==> config.mk <==
export PLATFORM = sky130hd
export DESIGN_NAME = audio_rx_deser
export DESIGN_NICKNAME = d
export VERILOG_FILES = /design/src/rtl/ar_pkg.sv /design/src/rtl/ar_sync.sv /design/src/rtl/ar_bitclk_edge.sv /design/src/rtl/ar_slot_track.sv /design/src/rtl/ar_fmt_extract.sv /design/src/rtl/audio_rx_deser.sv
export SDC_FILE = /design/constraint.sdc
export NUM_CORES = 1
export LEC_CHECK = 0
export ABC_AREA = 1
export BUFFER_PORTS_ARGS = -buffer_cell sky130_fd_sc_hd__clkbuf_2
export CORE_MARGIN = 2
export CORE_UTILIZATION = 56
export CTS_BUF_LIST = sky130_fd_sc_hd__clkbuf_2
export CTS_CLUSTER_SIZE = 24
export DETAILED_ROUTE_END_ITERATION = 8
export GPL_TIMING_DRIVEN = 0
export PLACE_DENSITY = 0.76
export SYNTH_ARGS = -nofsm -noshare
export SYNTH_HDL_FRONTEND = slang
export SYNTH_SLANG_ARGS = --single-unit
==> constraint.sdc <==
create_clock -name clk -period 1.8 [get_ports clk]
set_input_delay 0.18 -clock clk [delete_from_list [all_inputs] [get_ports clk]]
set_output_delay 0.18 -clock clk [all_outputs]
set_load 0.01 [all_outputs]
==> src/rtl/ar_pkg.sv <==
package ar_pkg;

    typedef enum logic [1:0] {
        FMT_I2S  = 2'b00,
        FMT_LJ   = 2'b01,
        FMT_RJ24 = 2'b10,
        FMT_RJ16 = 2'b11
    } fmt_e;

    localparam int OUT_W_DEF    = 24;
    localparam int SHORT_W_DEF  = 16;
    localparam int SLOT_MAX_DEF = 32;

endpackage

==> src/rtl/ar_sync.sv <==
module ar_sync #(
    parameter int W = 3
) (
    input  logic         clk,
    input  logic         rst_n,
    input  logic [W-1:0] async_in,
    output logic [W-1:0] sync_out
);
    for (genvar i = 0; i < W; i++) begin : g_bit
        logic meta_q;
        logic sync_q;
        always_ff @(posedge clk) begin
            if (!rst_n) begin
                meta_q <= 1'b0;
                sync_q <= 1'b0;
            end else begin
                meta_q <= async_in[i];
                sync_q <= meta_q;
            end
        end
        assign sync_out[i] = sync_q;
    end
endmodule

==> src/rtl/ar_bitclk_edge.sv <==
module ar_bitclk_edge (
    input  logic clk,
    input  logic rst_n,
    input  logic sck_s,
    input  logic ws_s,
    input  logic sd_s,
    output logic bit_stb,
    output logic ws_bit,
    output logic sd_bit
);
    logic sck_prev_d, sck_prev_q;

    always_comb begin
        sck_prev_d = sck_s;
        bit_stb    = sck_s & ~sck_prev_q;
        ws_bit     = ws_s;
        sd_bit     = sd_s;
    end

    always_ff @(posedge clk) begin
        if (!rst_n) sck_prev_q <= 1'b0;
        else        sck_prev_q <= sck_prev_d;
    end
endmodule

==> src/rtl/ar_slot_track.sv <==
module ar_slot_track #(
    parameter int SLOT_MAX = 32,
    localparam int CNT_W   = $clog2(SLOT_MAX + 2)
) (
    input  logic                clk,
    input  logic                rst_n,
    input  logic                bit_stb,
    input  logic                ws_bit,
    input  logic                sd_bit,
    output logic                slot_done,
    output logic [CNT_W-1:0]    slot_len,
    output logic [SLOT_MAX-1:0] slot_bits,
    output logic                slot_ws
);
    localparam logic [CNT_W-1:0] CNT_SAT = CNT_W'(SLOT_MAX + 1);
    localparam logic [CNT_W-1:0] CNT_ONE = CNT_W'(1);

    typedef struct packed {
        logic                primed;
        logic                locked;
        logic                ws_prev;
        logic [CNT_W-1:0]    cnt;
        logic [SLOT_MAX-1:0] sh;
    } slot_st_t;

    slot_st_t st_d, st_q;
    logic     done_d;

    always_comb begin
        st_d   = st_q;
        done_d = 1'b0;
        if (bit_stb) begin
            if (!st_q.primed) begin
                st_d.primed  = 1'b1;
                st_d.ws_prev = ws_bit;
                st_d.cnt     = CNT_ONE;
                st_d.sh      = {{(SLOT_MAX-1){1'b0}}, sd_bit};
            end else if (ws_bit != st_q.ws_prev) begin
                done_d       = st_q.locked;
                st_d.locked  = 1'b1;
                st_d.ws_prev = ws_bit;
                st_d.cnt     = CNT_ONE;
                st_d.sh      = {{(SLOT_MAX-1){1'b0}}, sd_bit};
            end else begin
                if (st_q.cnt != CNT_SAT) st_d.cnt = st_q.cnt + CNT_ONE;
                st_d.sh = {st_q.sh[SLOT_MAX-2:0], sd_bit};
            end
        end
    end

    always_ff @(posedge clk) begin
        if (!rst_n) st_q <= '0;
        else        st_q <= st_d;
    end

    assign slot_done = done_d;
    assign slot_len  = st_q.cnt;
    assign slot_bits = st_q.sh;
    assign slot_ws   = st_q.ws_prev;
endmodule

==> src/rtl/ar_fmt_extract.sv <==
module ar_fmt_extract
    import ar_pkg::*;
#(
    parameter int OUT_W    = 24,
    parameter int SHORT_W  = 16,
    parameter int SLOT_MAX = 32,
    localparam int CNT_W   = $clog2(SLOT_MAX + 2)
) (
    input  fmt_e                fmt,
    input  logic [SLOT_MAX-1:0] bits,
    input  logic [CNT_W-1:0]    len,
    input  logic                ws,
    output logic [OUT_W-1:0]    data,
    output logic                is_left,
    output logic                len_ok
);
    localparam logic [CNT_W-1:0] NEED_I2S = CNT_W'(OUT_W + 1);
    localparam logic [CNT_W-1:0] NEED_W   = CNT_W'(OUT_W);
    localparam logic [CNT_W-1:0] NEED_S   = CNT_W'(SHORT_W);
    localparam logic [CNT_W-1:0] MAX_LEN  = CNT_W'(SLOT_MAX);

    logic [CNT_W-1:0]    need;
    logic [CNT_W-1:0]    sh_amt;
    logic [SLOT_MAX-1:0] aligned;

    always_comb begin
        need    = NEED_W;
        sh_amt  = '0;
        is_left = ws;
        data    = bits[OUT_W-1:0];
        unique case (fmt)
            FMT_I2S: begin
                need    = NEED_I2S;
                sh_amt  = CNT_W'(SLOT_MAX + 1) - len;
                is_left = ~ws;
            end
            FMT_LJ: begin
                need   = NEED_W;
                sh_amt = MAX_LEN - len;
            end
            FMT_RJ24: begin
                need = NEED_W;
            end
            FMT_RJ16: begin
                need = NEED_S;
                data = {{(OUT_W-SHORT_W){bits[SHORT_W-1]}}, bits[SHORT_W-1:0]};
            end
            default: need = NEED_W;
        endcase
        aligned = bits << sh_amt;
        if (fmt == FMT_I2S || fmt == FMT_LJ)
            data = aligned[SLOT_MAX-1 -: OUT_W];
        len_ok = (len >= need) && (len <= MAX_LEN);
    end
endmodule

==> src/rtl/audio_rx_deser.sv <==
module audio_rx_deser
    import ar_pkg::*;
#(
    parameter int OUT_W    = OUT_W_DEF,
    parameter int SHORT_W  = SHORT_W_DEF,
    parameter int SLOT_MAX = SLOT_MAX_DEF,
    localparam int CNT_W   = $clog2(SLOT_MAX + 2)
) (
    input  logic             clk,
    input  logic             rst_n,
    input  logic [1:0]       fmt_sel,
    input  logic             sck_in,
    input  logic             ws_in,
    input  logic             sd_in,
    output logic [OUT_W-1:0] left_data,
    output logic             left_valid,
    output logic [OUT_W-1:0] right_data,
    output logic             right_valid,
    output logic             frame_err
);
    logic [2:0]          sync_v;
    logic                bit_stb, ws_bit, sd_bit;
    logic                slot_done, slot_ws;
    logic [CNT_W-1:0]    slot_len;
    logic [SLOT_MAX-1:0] slot_bits;
    logic [OUT_W-1:0]    ext_data;
    logic                ext_left, ext_ok;

    ar_sync #(.W(3)) u_sync (
        .clk      (clk),
        .rst_n    (rst_n),
        .async_in ({sck_in, ws_in, sd_in}),
        .sync_out (sync_v)
    );

    ar_bitclk_edge u_edge (
        .clk     (clk),
        .rst_n   (rst_n),
        .sck_s   (sync_v[2]),
        .ws_s    (sync_v[1]),
        .sd_s    (sync_v[0]),
        .bit_stb (bit_stb),
        .ws_bit  (ws_bit),
        .sd_bit  (sd_bit)
    );

    ar_slot_track #(.SLOT_MAX(SLOT_MAX)) u_slot (
        .clk       (clk),
        .rst_n     (rst_n),
        .bit_stb   (bit_stb),
        .ws_bit    (ws_bit),
        .sd_bit    (sd_bit),
        .slot_done (slot_done),
        .slot_len  (slot_len),
        .slot_bits (slot_bits),
        .slot_ws   (slot_ws)
    );

    ar_fmt_extract #(.OUT_W(OUT_W), .SHORT_W(SHORT_W), .SLOT_MAX(SLOT_MAX)) u_ext (
        .fmt     (fmt_e'(fmt_sel)),
        .bits    (slot_bits),
        .len     (slot_len),
        .ws      (slot_ws),
        .data    (ext_data),
        .is_left (ext_left),
        .len_ok  (ext_ok)
    );

    typedef struct packed {
        logic [OUT_W-1:0] ldata;
        logic             lval;
        logic [OUT_W-1:0] rdata;
        logic             rval;
        logic             err;
    } out_st_t;

    out_st_t out_d, out_q;

    always_comb begin
        out_d      = out_q;
        out_d.lval = 1'b0;
        out_d.rval = 1'b0;
        out_d.err  = 1'b0;
        if (slot_done) begin
            if (!ext_ok) begin
                out_d.err = 1'b1;
            end else if (ext_left) begin
                out_d.ldata = ext_data;
                out_d.lval  = 1'b1;
            end else begin
                out_d.rdata = ext_data;
                out_d.rval  = 1'b1;
            end
        end
    end

    always_ff @(posedge clk) begin
        if (!rst_n) out_q <= '0;
        else        out_q <= out_d;
    end

    assign left_data   = out_q.ldata;
    assign left_valid  = out_q.lval;
    assign right_data  = out_q.rdata;
    assign right_valid = out_q.rval;
    assign frame_err   = out_q.err;
endmodule

==> impl_metrics.csv <==
group,metric,value,unit
logic_synthesis,synth_area,5860,µm²
global_route,antenna_found_initial,0,
logic_synthesis,syn_nets,929,
logic_synthesis,ys_ff_latch,99,
cts,clk_pin_slew,0.30,ns
logic_synthesis,postSynthCellCount,916,
timing,final.min_clock_period,2.12,ns
cts,clock-root-buffer,"clkbuf_2",
critical_path,path_cells,"inv_6 > ha_4 > nand3_4 > nand2_8 > inv_8 > buf_8 > nand3_2 > o211ai_1 > buf_4 > o21ai_2 > nand3_2 > nand3_2 > nand2_2 > inv_1",
drt,via_per_inst,6.05,
logic_synthesis,yosysMostFrequentCell,"nand3_1",
logic_synthesis,synth_top_area_share,33.8,%
timing,skew,0.0448,ns
drt,drc_errors,0,
timing,slew_headroom,48.4,%
layout,final_area,7960,µm²
place,place.gp.congestion,1.06,
layout,final_util,77.8,%
timing,slew_viol_final,0,
logic_synthesis,synthArstFlopShare,0,%
layout,finalNonFillerCells,1173,
cts,clk_latency,0.67,ns
logic_synthesis,ys_types,32,
critical_path,slowest_stage,"dfxtp_4",
timing,fmax,471,MHz
floorplanning,core_area,10200,µm²
layout,syn_to_final_growth,35.9,%
pwr,power_density,596,nW/µm²
floorplanning,initial_core_util,57.3,%
timing,fin_setup_tns,-9.72,ns
global_route,grt_pass1_wl,33400,µm
global_route,grt_pass1_vias,6440,
critical_path,critPathKind,"reg2reg",
layout,num_antenna_cells,0,
place,dp_cells,1109,
drt,wl,22300,µm
timing,tightest_slew,0.773,ns
place,port_buffers,57,
cts,cts_buffers,9,
logic_synthesis,synthTopCellsByArea,"dfxtp_1 34%, nand3_1 20%, nand2_1 11%",
drt,drt_iter0_drc,907,
floorplanning,die_area,11300,µm²
timing,setup_viol,50,
logic_synthesis,synth-edff-count,0,
timing,rsz0062_at_grt,"true",
pwr,p_leak,3.78,nW
drt,drt_first_pass_iters,7,
critical_path,crit_required,2.41,ns
global_route,grt_usage,38.3,%
layout,drive_gt1_share,32.4,%
logic_synthesis,netlist_top_cells_count,"235 x nand3_1, 164 x nand2_1, 123 x nor2_1, 99 x dfxtp_1, 89 x inv_1",
critical_path,critPathMaxStageDelay,0.44,ns
drt,drt.antenna.violating_nets,0,
floorplanning,io_pins,58,
critical_path,end_kind,"flip-flop",
run,maxCapViolations,0,
cts,htreeDepth,3,
cts,cts_buffer_depth,2,
logic_synthesis,ys_seq_area_share,33.8,%
hold_path,min_path_type,"in2reg",
cts,cts_tree,"built",
floorplanning,fp.dieW,106,µm
drt,vias,7095,
critical_path,worstPathArrival,2.73,ns
timing,hold_viol,0,
timing,worst_slack,-0.324,ns
logic_synthesis,synth_top_area_cell,"dfxtp_1",
floorplanning,die_y,106,µm
logic_synthesis,yosys_warnings,0,
timing,finalCritPeriodShare,118,%
cts,cts.sinks,99,
global_route,grt_max_degree,18,
drt,wire_per_inst,19.0,µm
run_status,violations,"negative setup slack",
layout,final_nets,1046,
run_status,outcome,"finished, violations left",
pwr,ir_worst_vdd,0.000588,V
logic_synthesis,synthesis.area_per_instance,6.40,µm²
logic_synthesis,synth_ff_type,"dfxtp_1",
critical_path,cp-start-kind,"flip-flop",
critical_path,critPathMostFrequentCell,"nand3_2",
critical_path,cp_max_fo,8,
place,place_area,6390,µm²
floorplanning,rows,37,
place,hpwl,14700,µm
global_route,overflow,0,
[repair_timing]
item | 4_1_cts | 5_1_grt
resized for setup | 162 | 85
setup endpoints to repair | 78 | 75
hold buffers | 4 | 0
setup buffers | 30 | 12
gates cloned | 2 | 1
pin swaps | 33 | 38
hold endpoints to repair | 5 | 0
[routing by layer]
layer / track usage (%) / routed length (µm) / vias to the layer above
met5: 0 / 0 / -
met4: 16.4 / 1100 / 0
met3: 10.7 / 2610 / 106
met2: 59.0 / 9830 / 469
met1: 50.1 / 8800 / 3245
li1: - / - / 3275
[final timing paths]
check / end / depth (start not counted) / start / slack [ns]
setup / recovery: left_data[10] / 14 / u_slot.slot_len[1] / -0.32
hold / removal: right_data[6] / 5 / fmt_sel[1] / 0.19
setup reg to reg: left_data[10] / 14 / u_slot.slot_len[1] / -0.32
hold reg to reg: u_sync.g_bit[2].sync_q / 2 / u_sync.g_bit[2].meta_q / 0.43
[area by class of cell]
class                           instances  area (µm²)
Fill cell                             789        2270
Multi-Input combinational cell        660        3980
Inverter                              107         447
Buffer                                 50         487
Sequential cell                        99        2000
Clock buffer                           10        50.0
Clock inverter                          5        85.1
Timing Repair Buffer                  106         746
Tap cell                              136         170
[worst max-delay path: cells and delay by family, from the launching register on]
kind / cells / cell delay, ns
fa+ha+maj: 1 / 0.28
flops: 1 / 0.44
simple gates: 6 / 0.62
buf+inv: 5 / 0.46
compound gates: 2 / 0.27
[cells by family after synthesis]
kind of cell / after synthesis / share of synthesized area, %
buffers and inverters: 157 / 11.3
adders and majority gates: 6 / 1.28
AOI/OAI and AO/OA: 107 / 11.6
xor gates and xnor gates: 2 / 0.299
and+or+nand+nor: 545 / 41.7
DFF: 99 / 33.8
[cells in the final DEF (no fill, tap or decap), types with 6 or more instances in the layout]
cell	count
a211oi_1	31
a31oi_1	10
buf_4	40
buf_6	15
buf_8	10
clkbuf_1	12
clkbuf_2	70
dfxtp_1	93
inv_1	83
inv_2	14
nand2_1	143
nand2_2	17
nand3_1	150
nand3_2	76
nand3_4	13
nor2_1	109
nor2_2	14
nor2_4	6
o211ai_1	7
o21a_1	9
o21ai_0	16
o21ai_1	16
o21ai_2	10
[flip-flops by register name (all words and copies together) (netlist names), 2 cells and up]
signal / cells
right_data: 24
left_data: 24
u_slot.slot_bits: 32
u_sync.g_bit.sync_q: 3
u_slot.slot_len: 6
u_sync.g_bit.meta_q: 3
u_slot.st_q: 2
[metrics by stage]
stage                     power (W)  hold slack (ns)  setup WS (ns)
after global placement      0.00313            0.365         -0.609
after CTS                   0.00459            0.141         -0.176
after floorplan             0.00289            0.278       -0.00769
after global routing        0.00491            0.151         -0.373
after detailed placement    0.00312            0.367         -0.588
final                       0.00474            0.191         -0.324
[power breakdown]
group          switching (W)  total (W)  internal, W
combinational       0.000749    0.00116     0.000410
clock               0.000823    0.00129     0.000468
sequential         0.0000486    0.00229      0.00224
Power figures use the tool's default switching activity.
